`config.mk`:
```
export PLATFORM = sky130hd
export DESIGN_NAME = hp_addsub
export DESIGN_NICKNAME = d
export VERILOG_FILES = /design/src/rtl/hp_addsub_pkg.sv /design/src/rtl/hp_addsub_ctrl.sv /design/src/rtl/hp_addsub_path.sv /design/src/rtl/hp_addsub.sv
export SDC_FILE = /design/constraint.sdc
export NUM_CORES = 1
export LEC_CHECK = 0
export BUFFER_PORTS_ARGS = -buffer_cell sky130_fd_sc_hd__buf_2
export CORE_ASPECT_RATIO = 1.1
export CORE_UTILIZATION = 45
export DETAILED_ROUTE_END_ITERATION = 8
export PLACE_DENSITY_LB_ADDON = 0.1
export REMOVE_ABC_BUFFERS = 1
export SYNTH_ARGS = -nofsm -noshare
export SYNTH_HDL_FRONTEND = slang
export SYNTH_SLANG_ARGS = --single-unit
```
`constraint.sdc`:
```
create_clock -name clk -period 10.3 [get_ports clk]
set_clock_uncertainty 0.15 [all_clocks]
set_input_delay 0.515 -clock clk [delete_from_list [all_inputs] [get_ports clk]]
set_output_delay 0.515 -clock clk [all_outputs]
set_load 0.005 [all_outputs]
```
`src/rtl/hp_addsub_pkg.sv`:
```
package hp_addsub_pkg;
  localparam int EXP_W   = 5;
  localparam int FRAC_W  = 10;
  localparam int WORD_W  = 1 + EXP_W + FRAC_W;
  localparam int SIG_W   = FRAC_W + 1;          // significand with hidden bit
  localparam int EXT_W   = SIG_W + 3;           // plus guard, round, sticky
  localparam int EXP_MAX = (1 << EXP_W) - 1;    // all-ones exponent field
  localparam int SH_W    = EXT_W + EXP_MAX;     // alignment shifter width
  localparam int NE_W    = EXP_W + 2;           // internal exponent width
  localparam logic [WORD_W-1:0] QUIET_NAN =
    {1'b0, {EXP_W{1'b1}}, 1'b1, {(FRAC_W-1){1'b0}}};

  typedef struct packed {
    logic s1En;   // load alignment/add step
    logic s2En;   // load normalize/round/pack step
  } stepStrobes_t;
endpackage

```
`src/rtl/hp_addsub_ctrl.sv`:
```
module hp_addsub_ctrl
  import hp_addsub_pkg::*;
(
  input  logic         clk,
  input  logic         rstN,
  input  logic         inValid,
  output stepStrobes_t stb,
  output logic         resValid
);
  logic stage1Full;
  logic stage2Full;

  always_ff @(posedge clk) begin
    if (!rstN) begin
      stage1Full <= 1'b0;
      stage2Full <= 1'b0;
    end else begin
      stage1Full <= inValid;
      stage2Full <= stage1Full;
    end
  end

  always_comb begin
    stb.s1En = inValid;
    stb.s2En = stage1Full;
  end

  assign resValid = stage2Full;

  // result strobe two edges after an accepted pair
  p_latency_r1: assert property (@(posedge clk) disable iff (!rstN)
    inValid |=> ##1 resValid);
endmodule

```
`src/rtl/hp_addsub_path.sv`:
```
module hp_addsub_path
  import hp_addsub_pkg::*;
(
  input  logic              clk,
  input  logic              rstN,
  input  stepStrobes_t      stb,
  input  logic [WORD_W-1:0] opA,
  input  logic [WORD_W-1:0] opB,
  input  logic              subSel,
  output logic [WORD_W-1:0] res
);
  // ---------------- step 1: unpack, order, align, add ----------------
  logic              signA, signB;
  logic [EXP_W-1:0]  expFieldA, expFieldB, effExpA, effExpB;
  logic [FRAC_W-1:0] fracA, fracB;
  logic [SIG_W-1:0]  sigA, sigB;
  logic              nanA, nanB, infA, infB;
  logic              aIsBig, effSub;
  logic [EXP_W-1:0]  bigExp, smallExp, expDiff;
  logic [SIG_W-1:0]  bigSig, smallSig;
  logic              bigSign;
  logic [SH_W-1:0]   shifted;
  logic [EXT_W-1:0]  bigExt, smallAligned;
  logic [EXT_W:0]    rawSum;
  logic              nanNow, infNow, infSignNow;

  always_comb begin
    signA     = opA[WORD_W-1];
    signB     = opB[WORD_W-1] ^ subSel;
    expFieldA = opA[WORD_W-2 -: EXP_W];
    expFieldB = opB[WORD_W-2 -: EXP_W];
    fracA     = opA[FRAC_W-1:0];
    fracB     = opB[FRAC_W-1:0];
    nanA      = (expFieldA == EXP_W'(EXP_MAX)) && (fracA != '0);
    nanB      = (expFieldB == EXP_W'(EXP_MAX)) && (fracB != '0);
    infA      = (expFieldA == EXP_W'(EXP_MAX)) && (fracA == '0);
    infB      = (expFieldB == EXP_W'(EXP_MAX)) && (fracB == '0);
    sigA      = {expFieldA != '0, fracA};
    sigB      = {expFieldB != '0, fracB};
    effExpA   = (expFieldA == '0) ? EXP_W'(1) : expFieldA;
    effExpB   = (expFieldB == '0) ? EXP_W'(1) : expFieldB;

    aIsBig    = {effExpA, sigA} >= {effExpB, sigB};
    bigExp    = aIsBig ? effExpA : effExpB;
    smallExp  = aIsBig ? effExpB : effExpA;
    bigSig    = aIsBig ? sigA : sigB;
    smallSig  = aIsBig ? sigB : sigA;
    bigSign   = aIsBig ? signA : signB;
    effSub    = signA ^ signB;
    expDiff   = bigExp - smallExp;

    shifted      = {smallSig, {(SH_W-SIG_W){1'b0}}} >> expDiff;
    smallAligned = {shifted[SH_W-1 -: EXT_W-1], |shifted[SH_W-EXT_W:0]};
    bigExt       = {bigSig, 3'b000};
    rawSum       = effSub ? ({1'b0, bigExt} - {1'b0, smallAligned})
                          : ({1'b0, bigExt} + {1'b0, smallAligned});

    nanNow     = nanA | nanB | (infA & infB & effSub);
    infNow     = infA | infB;
    infSignNow = infA ? signA : signB;
  end

  logic [EXT_W:0]   sumQ;
  logic [EXP_W-1:0] expQ;
  logic             signQ, subQ, nanQ, infQ, infSignQ;

  always_ff @(posedge clk) begin
    if (!rstN) begin
      sumQ <= '0; expQ <= '0; signQ <= 1'b0; subQ <= 1'b0;
      nanQ <= 1'b0; infQ <= 1'b0; infSignQ <= 1'b0;
    end else if (stb.s1En) begin
      sumQ     <= rawSum;
      expQ     <= bigExp;
      signQ    <= bigSign;
      subQ     <= effSub;
      nanQ     <= nanNow;
      infQ     <= infNow;
      infSignQ <= infSignNow;
    end
  end

  // ---------------- step 2: normalize, round, pack ----------------
  function automatic logic [NE_W-1:0] leadZeros(input logic [EXT_W-1:0] v);
    logic [NE_W-1:0] n;
    n = NE_W'(EXT_W);
    for (int i = 0; i < EXT_W; i++)
      if (v[i]) n = NE_W'(EXT_W - 1 - i);
    return n;
  endfunction

  logic [NE_W-1:0]  lz, lzLimit, leftAmt, normExp, fieldExp;
  logic [EXT_W-1:0] normVal;
  logic [SIG_W-1:0] mant;
  logic             roundUp;
  logic [SIG_W:0]   rounded;
  logic [FRAC_W-1:0] fracOut;
  logic [WORD_W-1:0] packed_;

  always_comb begin
    lz      = leadZeros(sumQ[EXT_W-1:0]);
    lzLimit = NE_W'(expQ) - NE_W'(1);
    leftAmt = (lz < lzLimit) ? lz : lzLimit;
    if (sumQ[EXT_W]) begin
      normVal = {sumQ[EXT_W:2], sumQ[1] | sumQ[0]};
      normExp = NE_W'(expQ) + NE_W'(1);
    end else begin
      normVal = sumQ[EXT_W-1:0] << leftAmt;
      normExp = NE_W'(expQ) - leftAmt;
    end

    mant    = normVal[EXT_W-1:3];
    roundUp = normVal[2] & (normVal[1] | normVal[0] | mant[0]);
    rounded = {1'b0, mant} + (SIG_W+1)'(roundUp);

    if (rounded[SIG_W]) begin
      fieldExp = normExp + NE_W'(1);
      fracOut  = rounded[FRAC_W:1];
    end else begin
      fieldExp = rounded[FRAC_W] ? normExp : '0;
      fracOut  = rounded[FRAC_W-1:0];
    end

    if (nanQ)
      packed_ = QUIET_NAN;
    else if (infQ)
      packed_ = {infSignQ, {EXP_W{1'b1}}, {FRAC_W{1'b0}}};
    else if (sumQ == '0)
      packed_ = {signQ & ~subQ, {(WORD_W-1){1'b0}}};
    else if (fieldExp >= NE_W'(EXP_MAX))
      packed_ = {signQ, {EXP_W{1'b1}}, {FRAC_W{1'b0}}};
    else
      packed_ = {signQ, fieldExp[EXP_W-1:0], fracOut};
  end

  always_ff @(posedge clk) begin
    if (!rstN) res <= '0;
    else if (stb.s2En) res <= packed_;
  end

  // after ordering, the subtrahend never exceeds the minuend
  p_sub_order_r3: assert property (@(posedge clk) disable iff (!rstN)
    (stb.s1En && effSub) |-> ({1'b0, bigExt} >= {1'b0, smallAligned}));

  // a left-normalized normal result carries its leading one in place
  p_norm_lead_r3: assert property (@(posedge clk) disable iff (!rstN)
    (stb.s2En && !sumQ[EXT_W] && (sumQ != '0) && (normExp > NE_W'(1)))
      |-> normVal[EXT_W-1]);

  // a rounding carry leaves an all-zero significand below it
  p_round_carry_r5: assert property (@(posedge clk) disable iff (!rstN)
    (stb.s2En && rounded[SIG_W]) |-> (rounded[FRAC_W:0] == '0));

  // NaN condition leaves the quiet NaN pattern in the result
  p_nan_quiet_r7: assert property (@(posedge clk) disable iff (!rstN)
    (stb.s2En && nanQ) |=> (res == QUIET_NAN));

  // exponent overflow of a finite result lands on infinity
  p_no_overflow_r6: assert property (@(posedge clk) disable iff (!rstN)
    (stb.s2En && !nanQ && !infQ && (sumQ != '0) && (fieldExp >= NE_W'(EXP_MAX)))
      |=> (res[WORD_W-2:0] == {{EXP_W{1'b1}}, {FRAC_W{1'b0}}}));
endmodule

```
`src/rtl/hp_addsub.sv`:
```
module hp_addsub
  import hp_addsub_pkg::*;
(
  input  logic        clk,
  input  logic        rstN,
  input  logic        inValid,
  input  logic [15:0] opA,
  input  logic [15:0] opB,
  input  logic        subSel,
  output logic        resValid,
  output logic [15:0] res
);
  stepStrobes_t stb;

  hp_addsub_ctrl u_ctrl (
    .clk      (clk),
    .rstN     (rstN),
    .inValid  (inValid),
    .stb      (stb),
    .resValid (resValid)
  );

  hp_addsub_path u_path (
    .clk    (clk),
    .rstN   (rstN),
    .stb    (stb),
    .opA    (opA),
    .opB    (opB),
    .subSel (subSel),
    .res    (res)
  );
endmodule

```
# ---- Word-level counts from Yosys, hierarchy flattened
# Cells that the tools add are included.
# Widths: inputs -> output; s select.
dict set report op_classes {
  n_addsub 8
  n_lt_le_gt_ge 3
  eq_ne 2
  shift 2
  mux 33
  bitwise_logic 13
  n_reduce_logical 14
}
# cell count
set ops {}
lappend ops {{$mux 16} 3}
lappend ops {{$shr 45x5->45} 1}
lappend ops {{$mux 4} 8}
lappend ops {{$reduce_or 32->1} 1}
lappend ops {{$mux 15} 2}
lappend ops {{$mux 7} 4}
lappend ops {{$mux 11} 2}
lappend ops {{$logic_not 10->1} 2}
lappend ops {{$mux 5} 4}
lappend ops {{$reduce_bool 10->1} 2}
lappend ops {{$ge 16x16->1} 1}
lappend ops {{$add 14x14->15} 1}
lappend ops {{$logic_not 15->1} 1}
lappend ops {{$sub 14x14->15} 1}
lappend ops {{$mux 14} 1}
lappend ops {{$shl 14x7->14} 1}
lappend ops {{$add 11x1->12} 1}
lappend ops {{$mux 3} 4}
lappend ops {{$eq 5x5->1 const B} 2}
lappend ops {{$logic_not 5->1} 2}
lappend ops {{$mux 10} 1}
lappend ops {{$reduce_bool 5->1} 2}
lappend ops {{$add 7x1->7 const B} 1}
lappend ops {{$ge 7x5->1 const B} 1}
lappend ops {{12 further kinds} 26}
dict set report totals {
  reg_bits 43
  word_cells 85
}

# ---- Longest topological paths before layout
dict set report depth {
  depth_word 29
  ltp_mapped 36
}

# ---- Modules after synthesis
# Synthesis repeated with hierarchy kept, for this count alone.
dict set report unflattened {
  hier_cells 875
  area_unflattened_um2 6582.6
}
# module n_inst cells_each area_each_um2 seq_area_each_um2
set modules_own_cells {}
lappend modules_own_cells {hp_addsub_path 1 869 6515.0 820.8}
lappend modules_own_cells {hp_addsub_ctrl 1 6 67.6 40.0}

# ---- Worst setup path before layout
# Ideal clock, no wire load.
dict set report synth_timing {
  path_kind {input port to flip-flop}
  start {input port opA[12]}
  end {register u_path.sumQ[13]}
  t_arrival_ps 6190
  t_required_ps 10023
  path_slack_ps 3833
  cell_stages 35
  n_path_buf 3
  cell_sequence {nor4_1 nor2b_1 inv_1 ha_1 a21oi_1 a21o_1 o311a_1 o21a_1 buf_4 mux2i_1 ha_1 clkbuf_1 clkinv_1 clkbuf_1 nand2_1 o22ai_1 o21ai_0 o21ai_0 mux2_2 nand2_1 inv_1 fa_1 a21oi_1 o21bai_1 a21oi_1 nor2_1 nor2_1 nor2_1 nor2_1 o21bai_1 a21oi_1 nand2_1 a221oi_1 a311o_1 o211ai_1}
}
dict set report synth_via {
  elab_chain_cells 9
  elab_cells_between_ends 14
}
# element line_no
set synth_lines {}
lappend synth_lines {{from (decl)} hp_addsub.sv:7} ;# input logic [15:0] opA,
lappend synth_lines {{$logic_not 5->1} hp_addsub_path.sv:40} ;# effExpA = (expFieldA == '0) ? EXP_W'(1) : expFieldA;
lappend synth_lines {{$mux 5} hp_addsub_path.sv:40}
lappend synth_lines {{$ge 16x16->1} hp_addsub_path.sv:43} ;# aIsBig = {effExpA, sigA} >= {effExpB, sigB};
lappend synth_lines {{$mux 5 (on tied branches)} {hp_addsub_path.sv:44, hp_addsub_path.sv:45}}
lappend synth_lines {{$sub 5x5->5} hp_addsub_path.sv:50} ;# expDiff = bigExp - smallExp;
lappend synth_lines {{$shr 45x5->45} hp_addsub_path.sv:52} ;# shifted = {smallSig, {(SH_W-SIG_W){1'b0}}} >> expDiff;
lappend synth_lines {{$reduce_or 32->1} hp_addsub_path.sv:53} ;# smallAligned = {shifted[SH_W-1 -: EXT_W-1], |shifted[SH_W-EXT_W:0]};
lappend synth_lines {{$add 14x14->15 / $sub 14x14->15 (equally long branches)} {hp_addsub_path.sv:56, hp_addsub_path.sv:55}}
lappend synth_lines {{$mux 15 (*)} hp_addsub_path.sv:55} ;# rawSum = effSub ? ({1'b0, bigExt} - {1'b0, smallAligned})
lappend synth_lines {{to (signal assigned)} hp_addsub_path.sv:72} ;# sumQ <= rawSum;
lappend synth_lines {{to (decl)} hp_addsub_path.sv:63} ;# logic [EXT_W:0] sumQ;
# Mark *: on every way between the ends. The rest lies on a longest branch, timed or not.
# A chain may end at the register's enable or synchronous reset.

# ---- Worst setup path in the final report
dict set report layout_timing {
  start {input port opB[13]}
  end {register u_path.sumQ[13]}
}
dict set report layout_via {
  elab_chain_cells 9
  elab_cells_between_ends 14
}
# element line_no
set layout_lines {}
lappend layout_lines {{from (decl)} hp_addsub.sv:8} ;# input logic [15:0] opB,
lappend layout_lines {{$logic_not 5->1} hp_addsub_path.sv:41} ;# effExpB = (expFieldB == '0) ? EXP_W'(1) : expFieldB;
lappend layout_lines {{$mux 5} hp_addsub_path.sv:41}
lappend layout_lines {{$ge 16x16->1} hp_addsub_path.sv:43}
lappend layout_lines {{$mux 5 (on tied branches)} {hp_addsub_path.sv:44, hp_addsub_path.sv:45}}
lappend layout_lines {{$sub 5x5->5} hp_addsub_path.sv:50}
lappend layout_lines {{$shr 45x5->45} hp_addsub_path.sv:52}
lappend layout_lines {{$reduce_or 32->1} hp_addsub_path.sv:53}
lappend layout_lines {{$add 14x14->15 / $sub 14x14->15 (equally long branches)} {hp_addsub_path.sv:56, hp_addsub_path.sv:55}}
lappend layout_lines {{$mux 15 (*)} hp_addsub_path.sv:55}
# Marks and branches as above.

==> key figures <==
Clock network
  – Root Buffer: clkbuf_16
  – H-tree Lvls: 2
  – Gates resized, CTS repair: 0
  – Number of buffers created by CTS: 5
  – Worst skew pair latency: 0.30 ns
  – Clk buf depth: 2
  – Clk sinks: 43
  – Hold_buf cts: 0
  – Reg clk slew, reported paths: 0.07 ns
  – TritonCTS clock tree: built
  – Postcts setup bufs: 0

Min path
  – Hold path endpoint: u_path.res[2]$_SDFFE_PN0P_
  – Hold_sp: u_path.res[2]$_SDFFE_PN0P_
  – Hold Path Stages: 2
  – Hold Crit Class: reg2reg

Synth
  – Yosys warns: 0
  – Mapped Area: 6950 um^2
  – Synth Register Bits: 43
  – Synth cell types: 100
  – Synth area leader: dfxtp_1
  – Share of the synthesized area in the top cell type: 12.4%
  – Synth area leaders: dfxtp_1 (12%), ha_1 (9.2%), mux2i_1 (7.6%)
  – Post-synth EDFFs: 0
  – Mapped Cells: 934
  – Asr flop ratio synth: 0%
  – Sequential fraction of the synthesis area: 12.4%
  – Mean Syn Cell Area: 7.44 um^2
  – Main synth FF type: dfxtp_1

Critical path
  – R2R setup slack: 3.88 ns
  – Setup Crit Path Kind: in2reg
  – Most used cell, CP: nor2_1
  – WP data arrival: 7.73 ns
  – Critical Path Sink Type: register
  – Critical path's largest stage delay: 0.68 ns
  – R2R Path Start: u_path.sumQ[11]$_SDFFE_PN0P_
  – R2R cell count: 22
  – Slowest CP cell: ha_1
  – Largest fanout on the critical path: 17
  – Worst endpoint required time: 10.32 ns
  – CP startpoint kind: input port
  – Reg2reg end: u_path.res[5]$_SDFFE_PN0P_

Job
  – Number of max-cap violations: 0

Placed design
  – IO Port Bufs: 52
  – Gpl congestion: 0.978
  – DP HPWL: 17,700 um

Power and ir drop
  – Leak pwr: 3.15 nW
  – Pwr per Cell Area: 202 nW/um^2
  – Logic pwr share: 73.5%
  – Worst VDD drop: 73.2 uV
  – Internal cell power: 695 uW
  – Switching pwr: 797 uW
  – Clock power share: 11.2%
  – Sw Ratio: 53.4%
  – Seq pwr share: 15.3%

Final layout
  – Diodes inserted: 0
  – Syn-to-layout area delta: 6.07%
  – Fin nets: 1,034
  – Share of layout cells above drive strength 1: 14.0%

STA
  – RSZ-0062 raised after global routing: no
  – Least-Margin Pin Slew: 1.06 ns
  – Max frequency: 130 MHz
  – Final Hold Viols: 0
  – Setup-failing EPs final: 0
  – Worst slew margin: 29.0%
  – WHS: 0.293 ns
  – Tmin final: 7.71 ns
  – Final Max Tran Viols: 0
  – Final TNS setup: 0 ns
  – Final period util: 74.8%

Global route
  – GR Overflow Total: 0
  – Initial antenna violation count: 0
  – Pin count of the biggest net entering global routing: 41
  – Vias in the first global route: 6,799
  – First-pass GRT wire length: 36,100 um
  – Gr usage total: 28.3%

Route
  – Routed Antenna Nets: 0
  – DR vias: 7,248
  – DR iter-0 viols: 436
  – Pre-Repair DR Iteration Count: 5
  – # DRC: 0
  – WL/cell: 19.7 um
  – Vias per std cell: 6.35
  – Total Wirelength: 22,500 um

Floorplanning
  – Die height: 132 um
  – Floorplan core area: 15,100 um^2
  – Rows: 47
  – Die Wd: 120 um
  – Starting Density: 46.1%
  – # IOs: 53
  – Total die area: 15,900 um^2

Run status
  – Status: finished, final reports clean
-- sequential cells by signal, summed over array words and instances, names as in the netlist --
register,flops
u_path.infQ,1
u_path.res,16
u_path.infSignQ,1
u_ctrl.stage1Full,1
u_path.sumQ,15
u_path.expQ,5
u_ctrl.resValid,1
u_path.subQ,1
u_path.nanQ,1
u_path.signQ,1
-- logic make-up (layout without fill, tap and decap cells) --
kind of cell	Yosys count	after routing	share of synthesized area (%)
and+or+nand+nor	332	332	24.0
AOI/OAI and AO/OA	291	291	30.8
buffers and inverters	117	129	7.55
muxes	77	77	12.9
adders and majority gates	53	53	9.76
DFF	43	43	12.4
xor gates and xnor gates	21	21	2.65
-- critical path: cells and delay by family --
family / cells / cell delay (ns)
adders and majority gates: 4 / 1.92
buffers and inverters: 4 / 1.12
AOI/OAI and AO/OA: 13 / 2.31
and+or+nand+nor: 10 / 1.42
muxes: 3 / 0.42
-- metal layers --
metal	vias up	routed length (um)	global-route usage, %
met5	-	0	0
met4	0	1330	16.0
met3	77	917	2.21
met2	254	11100	49.5
met1	3362	9170	33.9
li1	3555	-	-
-- power by group through the flow --
stage	sequential, mW	clock [mW]	combinational [mW]
floorplan	0.218	0	0.826
global placement	0.230	0	1.09
detailed placement	0.230	0	1.08
CTS	0.227	0.170	1.08
global route	0.231	0.175	1.20
finish	0.228	0.167	1.10
-- metrics by stage --
| step | util, % | std cells | instance area, um^2 | worst slack (ns) | power [mW] |
|---|---|---|---|---|---|
| 4_1_cts | 48.9 | 1142 | 7370 | 2.68 | 1.48 |
| 5_1_grt | 48.9 | 1142 | 7370 | 1.78 | 1.60 |
| 2_1_floorplan | - | 880 | 6660 | 2.73 | 1.04 |
| 3_5_place_dp | 47.9 | 1134 | 7220 | 2.39 | 1.31 |
| 3_3_place_gp | 47.9 | 1134 | 7220 | 2.54 | 1.32 |
| 6_report | 48.9 | 1142 | 7370 | 2.59 | 1.49 |
-- worst max-delay path by stage --
stage / start / endpoint / slack (ns)
2_1_floorplan: opB[13] / u_path.sumQ[13]$_SDFFE_PN0P_ / 2.73
3_3_place_gp: opB[13] / u_path.sumQ[13]$_SDFFE_PN0P_ / 2.54
3_5_place_dp: opB[13] / u_path.sumQ[13]$_SDFFE_PN0P_ / 2.39
4_1_cts: opB[13] / u_path.sumQ[13]$_SDFFE_PN0P_ / 2.68
5_1_grt: opB[13] / u_path.sumQ[13]$_SDFFE_PN0P_ / 1.78
6_report: opB[13] / u_path.sumQ[13]$_SDFFE_PN0P_ / 2.59
-- synth_stat cells, types with 5 or more instances --
cell type	count
xnor2_1	13
nand2_1	87
nor4_1	16
nor2_1	83
dfxtp_1	43
ha_1	51
a21o_1	13
buf_4	5
buf_1	6
o41ai_1	11
a2111oi_0	6
nand2b_1	10
buf_6	5
a211o_1	6
and3_1	13
o21bai_1	11
a31oi_1	20
nor2b_1	7
o31ai_1	10
o21ai_0	46
a311oi_1	9
nand3_1	29
buf_2	6
or4_1	5
or2_2	6
xor2_1	8
inv_1	58
and2_1	8
nand4_1	8
mux4_2	7
o211ai_1	11
a22oi_1	6
clkbuf_1	31
mux2_2	15
o21a_1	7
o22ai_1	6
a211oi_1	13
a21oi_1	48
nor3_1	29
mux2i_1	53
or3_1	11
-- layout make-up --
cell class | count | area [um^2]
clock buffers | 5 | 125
clock inverters | 3 | 25.0
fillers | 1552 | 7690
inverters | 63 | 241
multi-input cells | 774 | 5570
flip-flops and latches | 43 | 861
well taps | 196 | 245
repair buffers | 58 | 305
-- cells in the final DEF (no fill, tap or decap), types with 6 or more instances in the layout --
cell / count
nor3_1: 29
a211oi_1: 13
buf_2: 52
a311oi_1: 9
o31ai_1: 10
o22ai_1: 6
a21oi_1: 48
mux2i_1: 53
o21ai_0: 45
o211ai_1: 11
buf_4: 6
and2_1: 8
ha_1: 51
xor2_1: 8
and3_1: 13
or3_1: 11
o21bai_1: 11
mux4_2: 7
nor4_1: 16
nand3_1: 29
nand4_1: 8
nand2b_1: 10
a31oi_1: 20
or2_2: 6
mux2_2: 15
a22oi_1: 6
nor2b_1: 7
dfxtp_1: 43
nand2_1: 87
a2111oi_0: 6
o21a_1: 7
a21o_1: 13
o41ai_1: 11
xnor2_1: 13
inv_1: 58
a211o_1: 6
nor2_1: 83
(Power assumes the default switching activity.)
